===== config.mk =====
export PLATFORM = sky130hd
export DESIGN_NAME = cfg_index_space
export DESIGN_NICKNAME = d
export VERILOG_FILES = /design/src/rtl/cfg_space_pkg.sv /design/src/rtl/cfg_space_ctrl.sv /design/src/rtl/cfg_space_dp.sv /design/src/rtl/cfg_index_space.sv
export SDC_FILE = /design/constraint.sdc
export NUM_CORES = 1
export LEC_CHECK = 0
export ABC_AREA = 1
export BUFFER_PORTS_ARGS = -buffer_cell sky130_fd_sc_hd__buf_4
export CAP_MARGIN = 20
export CORE_MARGIN = 4
export CORE_UTILIZATION = 39
export CTS_CLUSTER_DIAMETER = 120
export DETAILED_ROUTE_END_ITERATION = 16
export PLACE_DENSITY = 0.66
export SLEW_MARGIN = 20
export SYNTH_ARGS = -nofsm -noshare
export SYNTH_HDL_FRONTEND = slang
export SYNTH_SLANG_ARGS = --single-unit

===== constraint.sdc =====
create_clock -name clk -period 2.6 [get_ports clk]
set_input_delay 0.39 -clock clk [delete_from_list [all_inputs] [get_ports clk]]
set_output_delay 0.39 -clock clk [all_outputs]
set_load 0.01 [all_outputs]

===== src/rtl/cfg_space_pkg.sv =====
package cfg_space_pkg;
  localparam logic [7:0] IDX_LDN   = 8'h07;
  localparam logic [7:0] IDX_ID    = 8'h20;
  localparam logic [7:0] IDX_REV   = 8'h27;
  localparam logic [7:0] IDX_ACT   = 8'h30;
  localparam logic [7:0] IDX_BHI   = 8'h60;
  localparam logic [7:0] IDX_BLO   = 8'h61;
  localparam logic [7:0] ID_CODE   = 8'hE9;
  localparam logic [7:0] FILL_BYTE = 8'hFF;

  typedef enum logic [2:0] {
    RS_NONE, RS_INDEX, RS_ID, RS_REV, RS_LDN, RS_ACT, RS_BHI, RS_BLO
  } rdSel_e;

  typedef struct packed {
    logic   idxWr;
    logic   ldnWr;
    logic   actWr;
    logic   hiWr;
    logic   loWr;
    rdSel_e rdSel;
  } cfgStb_t;
endpackage


===== src/rtl/cfg_space_ctrl.sv =====
module cfg_space_ctrl
  import cfg_space_pkg::*;
#(
  parameter int NUM_DEV = 15
) (
  input  logic       clk,
  input  logic       rstN,
  input  logic       portSel,
  input  logic       wrEn,
  input  logic [7:0] idxQ,
  input  logic [7:0] ldnQ,
  output cfgStb_t    stb
);
  localparam logic [7:0] LDN_LIMIT = 8'(NUM_DEV);

  logic devOk;
  logic dataWr;

  assign devOk  = ldnQ < LDN_LIMIT;
  assign dataWr = wrEn && portSel;

  always_comb begin
    stb       = '0;
    stb.rdSel = RS_NONE;
    stb.idxWr = wrEn && !portSel;
    if (!portSel) begin
      stb.rdSel = RS_INDEX;
    end else begin
      unique case (idxQ)
        IDX_ID:  stb.rdSel = RS_ID;
        IDX_REV: stb.rdSel = RS_REV;
        IDX_LDN: begin
          stb.rdSel = RS_LDN;
          stb.ldnWr = dataWr;
        end
        IDX_ACT: if (devOk) begin
          stb.rdSel = RS_ACT;
          stb.actWr = dataWr;
        end
        IDX_BHI: if (devOk) begin
          stb.rdSel = RS_BHI;
          stb.hiWr  = dataWr;
        end
        IDX_BLO: if (devOk) begin
          stb.rdSel = RS_BLO;
          stb.loWr  = dataWr;
        end
        default: stb.rdSel = RS_NONE;
      endcase
    end
  end


  strobe_excl_chk: assert property (@(posedge clk) disable iff (!rstN)
    $onehot0({stb.idxWr, stb.ldnWr, stb.actWr, stb.hiWr, stb.loWr}));
endmodule


===== src/rtl/cfg_space_dp.sv =====
module cfg_space_dp
  import cfg_space_pkg::*;
#(
  parameter int         NUM_DEV  = 15,
  parameter logic [7:0] REV_CODE = 8'h01
) (
  input  logic                  clk,
  input  logic                  rstN,
  input  logic [7:0]            wrData,
  input  cfgStb_t               stb,
  output logic [7:0]            idxQ,
  output logic [7:0]            ldnQ,
  output logic [7:0]            rdData,
  output logic [NUM_DEV-1:0]    devActive,
  output logic [NUM_DEV*16-1:0] devBase
);
  localparam int SLOT_W = (NUM_DEV > 1) ? $clog2(NUM_DEV) : 1;

  logic [15:0]       baseQ [NUM_DEV];
  logic [SLOT_W-1:0] slot;

  assign slot = ldnQ[SLOT_W-1:0];

  always_ff @(posedge clk) begin
    if (!rstN) begin
      idxQ <= '0;
      ldnQ <= '0;
    end else begin
      if (stb.idxWr) idxQ <= wrData;
      if (stb.ldnWr) ldnQ <= wrData;
    end
  end

  for (genvar i = 0; i < NUM_DEV; i++) begin : g_bank
    always_ff @(posedge clk) begin
      if (!rstN) begin
        devActive[i] <= 1'b0;
        baseQ[i]     <= '0;
      end else if (ldnQ == 8'(i)) begin
        if (stb.actWr) devActive[i]   <= wrData[0];
        if (stb.hiWr)  baseQ[i][15:8] <= wrData;
        if (stb.loWr)  baseQ[i][7:0]  <= wrData;
      end
    end
    assign devBase[i*16 +: 16] = baseQ[i];
  end

  always_comb begin
    unique case (stb.rdSel)
      RS_INDEX: rdData = idxQ;
      RS_ID:    rdData = ID_CODE;
      RS_REV:   rdData = REV_CODE;
      RS_LDN:   rdData = ldnQ;
      RS_ACT:   rdData = {7'b0, devActive[slot]};
      RS_BHI:   rdData = baseQ[slot][15:8];
      RS_BLO:   rdData = baseQ[slot][7:0];
      default:  rdData = FILL_BYTE;
    endcase
  end


  idx_hold_chk: assert property (@(posedge clk) disable iff (!rstN)
    !$stable(idxQ) |-> $past(stb.idxWr));

  act_guard_chk: assert property (@(posedge clk) disable iff (!rstN)
    !$stable(devActive) |-> $past(stb.actWr));

  act_single_chk: assert property (@(posedge clk) disable iff (!rstN)
    $countones(devActive ^ $past(devActive)) <= 1);

  base_guard_chk: assert property (@(posedge clk) disable iff (!rstN)
    !$stable(devBase) |-> $past(stb.hiWr || stb.loWr));

  bank_range_chk: assert property (@(posedge clk) disable iff (!rstN)
    (stb.actWr || stb.hiWr || stb.loWr) |-> (ldnQ < 8'(NUM_DEV)));
endmodule


===== src/rtl/cfg_index_space.sv =====
module cfg_index_space
  import cfg_space_pkg::*;
#(
  parameter int         NUM_DEV  = 15,
  parameter logic [7:0] REV_CODE = 8'h01
) (
  input  logic                  clk,
  input  logic                  rstN,
  input  logic                  portSel,
  input  logic                  wrEn,
  input  logic [7:0]            wrData,
  output logic [7:0]            rdData,
  output logic [NUM_DEV-1:0]    devActive,
  output logic [NUM_DEV*16-1:0] devBase
);
  cfgStb_t    stb;
  logic [7:0] idxQ;
  logic [7:0] ldnQ;

  cfg_space_ctrl #(.NUM_DEV(NUM_DEV)) uCtrl (
    .clk(clk), .rstN(rstN), .portSel(portSel), .wrEn(wrEn),
    .idxQ(idxQ), .ldnQ(ldnQ), .stb(stb)
  );

  cfg_space_dp #(.NUM_DEV(NUM_DEV), .REV_CODE(REV_CODE)) uDp (
    .clk(clk), .rstN(rstN), .wrData(wrData), .stb(stb),
    .idxQ(idxQ), .ldnQ(ldnQ), .rdData(rdData),
    .devActive(devActive), .devBase(devBase)
  );
endmodule


==> results of run 1 <==
## cell usage after synthesis (all sizes together)
master,n,area (sq um)
nor2,333,1315
or2,2,12.51
clkbuf,50,187.7
nand2,395,1508
clkinv,2,7.510
nor3,2,20.02
o31ai,4,30.03
buf,45,235.2
nand4,13,81.33
dfxtp,35,700.7
a21oi,41,205.2
o21ai,40,204.0
nand3b,1,7.510
and2,1,6.260
inv,45,168.9
a311oi,15,131.4
o21a,3,22.52
o211ai,4,30.03
nand3,188,1179
edfxtp,240,7207
## layout by cell type (no fill, tap or decap), types with 33 or more instances in the layout
| cell | n |
|---|---|
| nand3_1 | 114 |
| edfxtp_1 | 240 |
| o21ai_0 | 33 |
| nor2_1 | 316 |
| inv_1 | 38 |
| nand2_1 | 365 |
| clkbuf_16 | 35 |
| a21oi_1 | 41 |
| buf_4 | 308 |
| nand3_2 | 63 |
## final cells by class
type | instances | area, sq um | area share (%)
flip-flops and latches | 275 | 7925 | 44.86
multi-input cells | 1043 | 5114 | 28.94
repair buffers | 337 | 2925 | 16.56
clock buffers | 37 | 829.5 | 4.695
well taps | 448 | 560.5 | 3.173
inverters | 47 | 192.7 | 1.091
clock inverters | 17 | 121.4 | 0.6869
## stage by stage
step | hold WS (ps) | setup TNS (ps) | util (%) | cells | instance area, sq um
2_1_floorplan | 451.3 | 0 | - | 1459 | 13260
3_3_place_gp | 477.3 | 0 | 47.40 | 2127 | 15890
3_5_place_dp | 477.6 | 0 | 47.40 | 2127 | 15890
4_1_cts | 138.4 | -1161 | 52.10 | 2197 | 17470
5_1_grt | 147.8 | -2332 | 52.69 | 2204 | 17670
6_report | 150.3 | -1697 | 52.69 | 2204 | 17670
## how the worst min path moves through the flow
stage | from | to | slack (ps) | cells past startpoint
floorplan | uDp.idxQ[2]$_SDFFE_PN0P_ | uDp.idxQ[2]$_SDFFE_PN0P_ | 450 | 2
global placement | uDp.ldnQ[5]$_SDFFE_PN0P_ | uDp.ldnQ[5]$_SDFFE_PN0P_ | 480 | 2
detailed placement | uDp.ldnQ[5]$_SDFFE_PN0P_ | uDp.ldnQ[5]$_SDFFE_PN0P_ | 480 | 2
CTS | wrData[7] | uDp.ldnQ[7]$_SDFFE_PN0P_ | 140 | 3
global route | wrData[4] | uDp.ldnQ[4]$_SDFFE_PN0P_ | 150 | 3
finish | wrData[4] | uDp.ldnQ[4]$_SDFFE_PN0P_ | 150 | 3
## layer usage
| layer | up-vias | GRT usage [%] | part of all wire, % |
|---|---|---|---|
| met1 | 5789 | 38.53 | 38 |
| met2 | 867 | 41.93 | 45 |
| li1 | 5463 | - | - |
| met5 | - | 0 | 0 |
| met4 | 0 | 7.981 | 3.5 |
| met3 | 123 | 5.318 | 13 |
## power by group
part	leakage [nW]	total [W]	switching, W	internal, W
sequential	2.77	0.00505	0.000124	0.00492
combinational	4.26	0.000770	0.000498	0.000271
clock	0.470	0.00414	0.00178	0.00236
## sequential cells by signal, indices dropped and copies added (netlist names), named ones only
register,cells
uDp.idxQ,8
uDp.baseQ,240
uDp.ldnQ,8
uDp.devActive,15
## kinds of logic (layout without fill, tap and decap cells)
group,Yosys count,after routing
simple gates,935,936
buf+inv,142,438
flops,275,275
compound gates,107,107
## tightest hold or removal path: cells and delay by family
kind                   cells  cell delay, ps
AND/OR/NAND/NOR            1              70
buffers and inverters      1             120
AO/OA/AOI/OAI              1              60
## timing repair
action                                  4_1_cts  5_1_grt
hold endpoints to repair                      0        0
resized for setup                            89       33
gates cloned                                  9        3
pin swaps                                    28       19
endpoints found under the setup margin        8        8
buffers inserted                              7        5
==> out/qor.csv, run 1 <==
stage,metric,value,unit
setup_path,Crit-path slowest cell,dfxtp_4,
final_layout,Filler cells,3056,
synth,simple-gate share of the synthesized area,31.14,%
die,die area,0.03701,sq mm
synth,yosys warns,0,
setup_path,reg-to-reg endpoint,uDp.baseQ[0][3]$_SDFFCE_PN0P_,
clock_tree,CTS tree,done,
synth,syn_nets,1471,
synth,synthesized flop and latch total,275,
final_layout,Final nets,1745,
global_route,Overflow after GRT,0,
sta,max frequency,350.4,MHz
setup_path,startpoint types,flip-flop,
clock_tree,H-tree depth,1,
final_layout,layout cells sized above 1,30.30,%
clock_tree,clk sinks,275,
sta,worst setup margin,-254.3,ps
setup_path,delay of the slowest critical-path stage,430,ps
setup_path,worst-path fanout max,9,
sta,Slew HR,60.73,%
final_layout,ANT cells,0,
sta,Max Slew Vio Count,0,
setup_path,r2r setup slk,340,ps
setup_path,CP top delay family,simple AND/OR/NAND/NOR gates,
sta,Final Setup Violations,8,
synth,largest family of logic cells by synthesized area,simple AND/OR/NAND/NOR gates,
outcome,failing checks,setup timing,
setup_path,Register-to-Register Path Depth,9,
synth,post-synthesis mux area share,0,%
synth,post-synthesis cell area,0.01326,sq mm
synth,Synth Area in Compound Gates,4.699,%
place,port bufs,274,
place,dpl hpwl,35.47,mm
outcome,status,finished with violations,
setup_path,crit path kind,reg2out,
clock_tree,# hold bufs at CTS,0,
drt,"antenna viol nets, final",0,
global_route,first-pass GRT wire length,74.97,mm
setup_path,CP Capture Type,primary output,
sta,Setup Skew,16.00,ps
sta,period utilisation layout,109.8,%
setup_path,worst r2r src,uDp.ldnQ[1]$_SDFFE_PN0P_,
clock_tree,Worst-path clk slew,60,ps
synth,Synth Instances,1459,
pwr,Max rail drop VDD,0.0004701,V
die,die height,192.4,microns
pwr,PD cells,563.6,mW/mm^2
clock_tree,worst-skew pair later-pin latency,560,ps
job,max_cap viols,0,
die,Die Wd,192.4,microns
drt,TritonRoute pass-1 iters,6,
clock_tree,Root Buffer,clkbuf_16,
setup_path,Worst EP arrival,2460,ps
global_route,largest net degree at the start of global routing,61,
setup_path,CP required,2210,ps
synth,Synth Area in XOR/XNOR,0,%
die,Initial Utilization,39.54,%
sta,Final Critical Period,2854,ps
setup_path,"Top cell by count, worst path",nand3_2,
sta,unrepaired setup endpoints after global routing,true,
synth,sequential-to-total area share from yosys stat,59.64,%
clock_tree,Clock Path Buffers,3,
pwr,Overall Power,0.009958,W
setup_path,Worst Path Buf+Inv,4,
drt,"wirelength, routed",51.68,mm
synth,library cells used by synthesis,31,
sta,final hold violation count,0,
setup_path,critical path endpoint,rdData[7],
place,GP Congestion,0.9555,
global_route,vias in the first global route,11530,
drt,vias post-DR,12240,
sta,slew of the pin with the lowest slew margin,586.9,ps
die,top-level port count,275,
final_layout,Layout area overhead,33.25,%
global_route,antenna violations before repair,0,
drt,routed len/inst,23.45,microns
global_route,Total GRT Usage,26.98,%
synth,adder-cell area share of the yosys netlist,0,%
drt,drt drc,0,
die,core region area,0.03353,sq mm
place,pre-CTS setup slack,312.8,ps
synth,Avg Inst Size Synth,9.088,sq um
setup_path,critical path cell sequence,clkinv_8 -> buf_12 -> buf_16 -> nand2_2 -> nand3_2 -> nand3_2 -> nand3_2 -> o21a_1 -> nand3_1 -> nand2_1 -> nor2_1 -> nand2_1 -> buf_6,
clock_tree,number of CTS-inserted buffers,29,
setup_path,Stages on worst setup path,13,
drt,Detailed Route Iter0 Violations,1731,
die,# rows,67,
pwr,P_leak,7.492,nW
drt,drt via density,5.554,
worst_hold_path,HP Class,in2reg,
(Power assumes the default switching activity.)
==> inputs of run 2 (changes only) <==
--- a/config.mk
+++ b/config.mk
@@ -8,7 +8,8 @@
 export ABC_AREA = 1
 export BUFFER_PORTS_ARGS = -buffer_cell sky130_fd_sc_hd__buf_4
 export CAP_MARGIN = 20
-export CORE_MARGIN = 4
+export CORE_ASPECT_RATIO = 0.7
+export CORE_MARGIN = 2
 export CORE_UTILIZATION = 39
 export CTS_CLUSTER_DIAMETER = 120
 export DETAILED_ROUTE_END_ITERATION = 16
==> constraint.sdc (replaced) <==
create_clock -name clk -period 2.6 [get_ports clk]
set_input_delay 0.13 -clock clk [delete_from_list [all_inputs] [get_ports clk]]
set_output_delay 0.13 -clock clk [all_outputs]
set_load 0.01 [all_outputs]
==> run 2 against run 1 <==
  * The flow now finishes without violations
  * Sequential power about the same
  * Worst hold slack got worse by 120 ps
  * Sequential share of layout area rose by 1.3 points
  * Wire length rose by 4.6%
  * Combinational power fell by 1%
  * Total power down 0.48%
  * Die area fell by 4.1%
  * Non-clock buffer count down 5
  * Critical endpoint is now rdData[3]
==> out/qor.csv, run 2 (synthesis gave the netlist of run 1 again) <==
stage,metric,value,unit,change
setup_path,r2r setup slk,190,ps,-150 ps
sta,worst setup margin,40.01,ps,+294.3 ps
outcome,status,finished clean,,
sta,Setup Skew,10.88,ps,-5.120 ps
final_layout,Final nets,1740,,-0.29%
setup_path,Register-to-Register Path Depth,9,,unchanged
final_layout,Biggest register,uDp.baseQ,,
sta,max frequency,390.6,MHz,+11%
setup_path,reg-to-reg endpoint,uDp.baseQ[1][1]$_SDFFCE_PN0P_,,
pwr,Flop pwr share,51.1,%,+0.4 points
final_layout,ANT cells,0,,unchanged
drt,vias post-DR,12360,,+0.93%
global_route,met1 global-route usage,42.38,%,+3.9 points
sta,slew of the pin with the lowest slew margin,992.8,ps,+405.9 ps
setup_path,crit path kind,reg2out,,
drt,drt drc,0,,unchanged
job,max_cap viols,0,,unchanged
final_layout,layout cells sized above 1,25.83,%,-4.5 points
setup_path,Worst EP arrival,2430,ps,-30 ps
global_route,first-pass GRT wire length,75.16,mm,+0.26%
die,core region area,0.03349,sq mm,-0.12%
die,Die Wd,224.4,microns,+17%
global_route,vias in the first global route,11170,,-3.1%
pwr,Max rail drop VDD,0.0004059,V,-14%
die,die height,158.3,microns,-18%
drt,TritonRoute pass-1 iters,5,,-1
global_route,largest net degree at the start of global routing,58,,-4.9%
pwr,Switching Fraction,24.19,%,+0.035 points
clock_tree,CTS tree,done,,
place,dpl hpwl,38.69,mm,+9.1%
sta,Max Slew Vio Count,0,,unchanged
sta,worst-case hold slack,32.21,ps,-118.1 ps
drt,routed len/inst,24.73,microns,+5.5%
place,GP Congestion,0.9961,,+4.2%
pwr,internal power,0.007513,W,-0.52%
final_layout,"most common cell after layout, fill and taps aside",nand2_1,,
die,die area,0.03551,sq mm,-4.1%
global_route,met2 Use GR,41.74,%,-0.19 points
sta,final hold violation count,0,,unchanged
pwr,PD cells,577.1,mW/mm^2,+2.4%
die,top-level port count,275,,unchanged
place,pre-CTS setup slack,323.8,ps,+11.03 ps
pwr,Clk pwr share,41.2,%,-0.4 points
place,port bufs,274,,unchanged
sta,Slew HR,33.71,%,-27 points
setup_path,critical path endpoint,rdData[3],,
global_route,GR peak layer,met1,,
drt,drt via density,5.655,,+1.8%
final_layout,Layout area overhead,29.51,%,
setup_path,worst-path fanout max,17,,+8
global_route,Total GRT Usage,29.19,%,+2.2 points
clock_tree,Root Buffer,clkbuf_16,,
pwr,P_leak,7.251,nW,-3.2%
setup_path,CP required,2470,ps,+260 ps
die,Initial Utilization,39.59,%,+0.047 points
sta,Final Critical Period,2560,ps,-294.3 ps
clock_tree,H-tree depth,1,,unchanged
die,# rows,56,,-16%
setup_path,CP Capture Type,primary output,,
setup_path,worst r2r src,uDp.ldnQ[1]$_SDFFE_PN0P_,,
worst_hold_path,HP Class,in2reg,,
clock_tree,number of CTS-inserted buffers,29,,unchanged
clock_tree,clk sinks,275,,unchanged
pwr,logic gate share of total power,7.7,%,about the same
final_layout,Largest regs,"uDp.baseQ x240, uDp.devActive x15",,
pwr,switching power,0.002398,W,-0.33%
final_layout,most frequent cells in the layout,"382 x nand2_1, 316 x nor2_1, 304 x buf_4",,
drt,Detailed Route Iter0 Violations,1770,,+2.3%
sta,Final Setup Violations,0,,-8
sta,period utilisation layout,98.46,%,-11 points
sta,unrepaired setup endpoints after global routing,true,,
global_route,Overflow after GRT,0,,unchanged
clock_tree,worst-skew pair later-pin latency,560,ps,about the same
final_layout,Largest register FFs,240,,unchanged
drt,"wirelength, routed",54.04,mm,+4.6%
global_route,antenna violations before repair,0,,unchanged
clock_tree,Clock Path Buffers,3,,unchanged
clock_tree,Worst-path clk slew,60,ps,about the same
drt,"antenna viol nets, final",0,,unchanged
global_route,met3 GRT Util,9.707,%,+4.4 points
setup_path,startpoint types,flip-flop,,
final_layout,Filler cells,3121,,+2.1%
run 2: cell types whose count changed in the layout (fill, tap and decap cells not counted), moves of 7 or more:
cell,previous run,this run
dlygate4sd3_1,0,8
nand3_2,63,22
clkinv_1,6,13
nand2_1,365,382
nand2_2,28,10
nand3_1,114,155
buf_16,10,2
run 2: timing repair:
| item | CTS | global route |
|---|---|---|
| buffers inserted | 0 | 6 |
| gates cloned | 1 | 3 |
| pin swaps | 1 | 12 |
| endpoints found under the hold margin | 19 | 0 |
| hold buffers | 8 | 0 |
| endpoints found under the setup margin | 7 | 8 |
| gates resized for setup | 3 | 40 |
run 2: power groups by stage:
| stage | Clock [W] | Sequential, W | Combinational [W] |
|---|---|---|---|
| after floorplan | 0 | 0.00515 | 0.000269 |
| after global placement | 0 | 0.00516 | 0.000725 |
| after detailed placement | 0 | 0.00515 | 0.000732 |
| after CTS | 0.00409 | 0.00506 | 0.000743 |
| after global routing | 0.00424 | 0.00507 | 0.000804 |
| final | 0.00408 | 0.00507 | 0.000760 |
run 2: area by class of cell:
type,instances,area (sq um),area share [%]
Clock buffer,32,737.0,4.292
Multi-Input combinational cell,1043,4846,28.22
Inverter,47,180.2,1.049
Timing Repair Buffer,332,2765,16.10
Clock inverter,21,172.7,1.006
Tap cell,435,544.3,3.170
Sequential cell,275,7926,46.16
run 2: per-stage QoR:
stage	cells	instance area [sq um]	setup TNS (ps)	utilization [%]	power (W)
finish	2185	17170	0	51.27	0.009910
global route	2185	17170	-74.01	51.27	0.01012
CTS	2176	16930	0	50.56	0.009893
detailed placement	2114	15930	0	47.55	0.005884
global placement	2114	15930	0	47.55	0.005881
floorplan	1459	13260	0	-	0.005418
run 2: worst min-delay path by stage:
stage                     slack (ps)       from  cells after the start                  endpoint
final                             30       wrEn                      5  uDp.ldnQ[4]$_SDFFE_PN0P_
after global routing              70       wrEn                      5  uDp.ldnQ[4]$_SDFFE_PN0P_
after CTS                         20       wrEn                      5  uDp.ldnQ[4]$_SDFFE_PN0P_
after detailed placement         450  wrData[1]                      3  uDp.idxQ[1]$_SDFFE_PN0P_
after global placement           450  wrData[1]                      3  uDp.idxQ[1]$_SDFFE_PN0P_
after floorplan                  290  wrData[4]                      2  uDp.ldnQ[4]$_SDFFE_PN0P_
run 2: metal layers:
metal / routed length, microns / part of all wire [%]
met1: 21940 / 41
met2: 22530 / 42
met3: 8134 / 15
met4: 1351 / 2.5
met5: 82 / 0.15
run 2: critical path, cell delays in order (launching register included):
cell	delay, ps
dfxtp_1	350
clkinv_2	310
o31ai_2	500
nand2_1	120
nand2_1	130
nand4_1	100
nand2_1	70
inv_1	40
nand2_1	100
buf_4	140
==> inputs of run 3 (changes only) <==
--- a/config.mk
+++ b/config.mk
@@ -17,4 +17,5 @@
 export SLEW_MARGIN = 20
 export SYNTH_ARGS = -nofsm -noshare
 export SYNTH_HDL_FRONTEND = slang
+export SYNTH_HIERARCHICAL = 1
 export SYNTH_SLANG_ARGS = --single-unit
==> run 3 against run 2 <==
  * Worst setup slack got worse by 20 ps
  * Synthesized area grew 2.7%
  * Total power grew 0.75%
  * Fmax shrank 0.77%
  * Count of clock-buffer cells in the layout rose by 3
  * Critical path depth down 1
  * First-iteration DRC count shrank 18%
  * Cell count rose by 3.4%
  * Synthesized cell count grew 2.2%
  * Sequential power barely moved
  * Final area is 2.1% higher
  * Critical path type unchanged
==> out/qor.csv, run 3 <==
stage,metric,value,unit,change
clock_tree,worst-skew pair later-pin latency,560,ps,about the same
final_layout,"most common cell after layout, fill and taps aside",nor2_1,,
sta,unrepaired setup endpoints after global routing,true,,
pwr,switching power,0.002350,W,-2.0%
drt,Detailed Route Iter0 Violations,1451,,-18%
synth,synthesized flop and latch total,275,,unchanged
setup_path,"Top cell by count, worst path",nand3_1,,
synth,sequential-to-total area share from yosys stat,58.08,%,-1.6 points
pwr,Max rail drop VDD,0.0004530,V,+12%
drt,TritonRoute pass-1 iters,6,,+1
synth,area share of the largest cell type after synthesis,52.93,%,-1.4 points
setup_path,delay of the slowest critical-path stage,400,ps,-100 ps
setup_path,Worst EP arrival,2450,ps,+20 ps
synth,leading area contributor after synthesis,edfxtp_1,,
drt,"wirelength, routed",50.51,mm,-6.5%
sta,Final Setup Violations,0,,unchanged
setup_path,startpoint types,flip-flop,,
sta,Max Slew Vio Count,0,,unchanged
die,die height,160.3,microns,+1.3%
synth,asr flop ratio synth,0,%,unchanged
setup_path,worst-path fanout max,43,,+26
pwr,internal power,0.007634,W,+1.6%
pwr,logic gate share of total power,7.9,%,+0.2 points
pwr,Switching Fraction,23.54,%,-0.66 points
setup_path,Worst Path Buf+Inv,2,,-1
place,port bufs,274,,unchanged
sta,final hold violation count,0,,unchanged
sta,period utilisation layout,99.22,%,+0.76 points
setup_path,critical path cell sequence,buf_8 -> o21ai_0 -> o21ai_0 -> nand2_1 -> nand3_1 -> nand3_1 -> nand3_1 -> buf_4,,
synth,Commonest cells post-synth,"349 x nor2_1, 304 x nand2_1, 240 x edfxtp_1",,
synth,syn_nets,1503,,+2.2%
die,top-level port count,275,,unchanged
final_layout,Biggest register,uDp/baseQ,,
global_route,largest net degree at the start of global routing,64,,+10%
final_layout,Final nets,1780,,+2.3%
final_layout,Largest regs,"uDp/baseQ x240, uDp/devActive x15",,
sta,Setup Skew,19.45,ps,+8.571 ps
sta,Final Critical Period,2580,ps,+19.84 ps
synth,library cells used by synthesis,34,,+9.7%
clock_tree,Worst-path clk slew,70,ps,about the same
die,core region area,0.03452,sq mm,+3.1%
die,Die Wd,227.3,microns,+1.3%
pwr,P_leak,7.394,nW,+2.0%
place,GP Congestion,0.8967,,-10%
synth,Synth Instances,1491,,+2.2%
job,max_cap viols,0,,unchanged
global_route,first-pass GRT wire length,73.32,mm,-2.5%
synth,yosys warns,6,,+6
die,Initial Utilization,39.44,%,-0.14 points
final_layout,Largest register FFs,240,,unchanged
final_layout,ANT cells,0,,unchanged
synth,number of synthesized flops with an enable pin,240,,unchanged
sta,max frequency,387.6,MHz,-0.77%
drt,drt drc,0,,unchanged
setup_path,crit path kind,reg2out,,
final_layout,layout cells sized above 1,27.85,%,+2.0 points
setup_path,CP Capture Type,primary output,,
die,# rows,57,,+1.8%
synth,top_reg_cell synth,edfxtp_1,,
setup_path,Stages on worst setup path,8,,-1
drt,"antenna viol nets, final",0,,unchanged
die,die area,0.03645,sq mm,+2.6%
drt,routed len/inst,22.35,microns,-9.6%
setup_path,CP top delay family,simple AND/OR/NAND/NOR gates,,
drt,vias post-DR,12180,,-1.4%
synth,post-synthesis cell area,0.01362,sq mm,+2.7%
place,dpl hpwl,35.89,mm,-7.2%
clock_tree,Clock Path Buffers,3,,unchanged
place,Placed Cells,2199,,+4.0%
pwr,Clk pwr share,41.6,%,+0.4 points
outcome,status,finished clean,,
sta,slew of the pin with the lowest slew margin,887.2,ps,-105.6 ps
pwr,Flop pwr share,50.5,%,-0.6 points
global_route,Overflow after GRT,0,,unchanged
drt,drt via density,5.389,,-4.7%
pwr,Overall Power,0.009984,W,+0.75%
global_route,Total GRT Usage,27.12,%,-2.1 points
clock_tree,number of CTS-inserted buffers,29,,unchanged
synth,Avg Inst Size Synth,9.132,sq um,+0.49%
setup_path,r2r setup slk,370,ps,+180 ps
setup_path,worst r2r src,uDp/ldnQ[1]$_SDFFE_PN0P_,,
sta,Slew HR,40.63,%,+6.9 points
setup_path,CP required,2470,ps,about the same
setup_path,critical path endpoint,rdData[5],,
clock_tree,clk sinks,275,,unchanged
global_route,vias in the first global route,11130,,-0.34%
worst_hold_path,HP Class,in2reg,,
final_layout,most frequent cells in the layout,"339 x nor2_1, 329 x buf_4, 297 x nand2_1",,
clock_tree,CTS tree,done,,
setup_path,Register-to-Register Path Depth,6,,-3
synth,"count leader, synth",nor2_1,,
global_route,antenna violations before repair,0,,unchanged
clock_tree,H-tree depth,1,,unchanged
synth,Area contributors post-synth,"edfxtp_1 53%, nor2_1 9.6%, nand2_1 8.4%, nand3_1 5.4%, dfxtp_1 5.1%",,
setup_path,reg-to-reg endpoint,uDp/baseQ[9][2]$_SDFFCE_PN0P_,,
final_layout,Non-Filler Instances,2260,,+3.4%
final_layout,Layout area overhead,28.83,%,
setup_path,Crit-path slowest cell,dfxtp_1,,
clock_tree,Root Buffer,clkbuf_16,,
pwr,PD cells,569.2,mW/mm^2,-1.4%
[run 3: logic make-up (layout without fill, tap and decap cells)]
kind of cell	after synthesis	after routing	share of synthesized area, %
buf+inv	184	481	5.725
flops	275	275	58.08
compound gates	163	163	6.212
simple gates	869	869	29.99
[run 3: repair_timing]
action / in CTS / in global routing
endpoints found under the hold margin: 11 / 0
gates resized for setup: 14 / 57
pin swaps: 2 / 9
hold buffers: 1 / 0
setup endpoints to repair: 8 / 8
setup buffers: 2 / 7
[run 3: through the flow]
stage	area (sq um)	setup slack [ps]	utilization (%)	TNS, ps	hold WS, ps
2_1_floorplan	13620	-166.3	-	-10640	320.9
3_3_place_gp	16350	299.0	47.36	0	458.6
3_5_place_dp	16350	286.3	47.36	0	474.5
4_1_cts	17340	8.463	50.23	0	72.93
5_1_grt	17540	-78.76	50.82	-342.9	152.2
6_report	17540	20.18	50.82	0	124.8
[run 3: routing by layer]
layer / wire (microns) / vias to the layer above / part of all wire [%] / global-route usage [%]
li1: - / 5521 / - / -
met4: 966 / 0 / 1.9 / 5.080
met5: 0 / - / 0 / 0
met3: 5508 / 66 / 11 / 5.543
met2: 22250 / 729 / 44 / 40.47
met1: 21780 / 5864 / 43 / 41.00
[run 3: how the worst min path moves through the flow]
stage / startpoint / endpoint / slack [ps] / depth (start not counted)
4_1_cts: portSel / uDp/idxQ[2]$_SDFFE_PN0P_ / 70 / 3
2_1_floorplan: wrData[7] / uDp/ldnQ[7]$_SDFFE_PN0P_ / 320 / 2
5_1_grt: portSel / uDp/idxQ[2]$_SDFFE_PN0P_ / 150 / 3
6_report: portSel / uDp/idxQ[2]$_SDFFE_PN0P_ / 120 / 3
3_5_place_dp: uDp/devActive[6]$_SDFFE_PN0P_ / uDp/devActive[6]$_SDFFE_PN0P_ / 470 / 2
3_3_place_gp: uDp/devActive[6]$_SDFFE_PN0P_ / uDp/devActive[6]$_SDFFE_PN0P_ / 460 / 2
[run 3: final cells by class]
type | instances | area, sq um
clock buffer | 35 | 748.2
clock inverter | 16 | 178.9
fill | 3199 | 16980
inverter | 89 | 351.6
multi-input combinational | 1032 | 5069
sequential | 275 | 7943
tap | 472 | 590.6
timing repair buffer | 341 | 2660
[run 3: power groups by stage]
| stage | Combinational (W) | Sequential, W | Clock (W) |
|---|---|---|---|
| after detailed placement | 0.000757 | 0.00513 | 0 |
| after CTS | 0.000766 | 0.00504 | 0.00420 |
| after global placement | 0.000750 | 0.00513 | 0 |
| final | 0.000789 | 0.00504 | 0.00416 |
| after floorplan | 0.000273 | 0.00515 | 0 |
| after global routing | 0.000834 | 0.00505 | 0.00438 |
[run 3: worst reg2reg max path, stage by stage, from the launching register on]
cell	delay (ps)
dfxtp_4	340
buf_4	160
inv_2	160
nand2_2	170
nor3_4	560
nand2_1	120
nand2_1	370
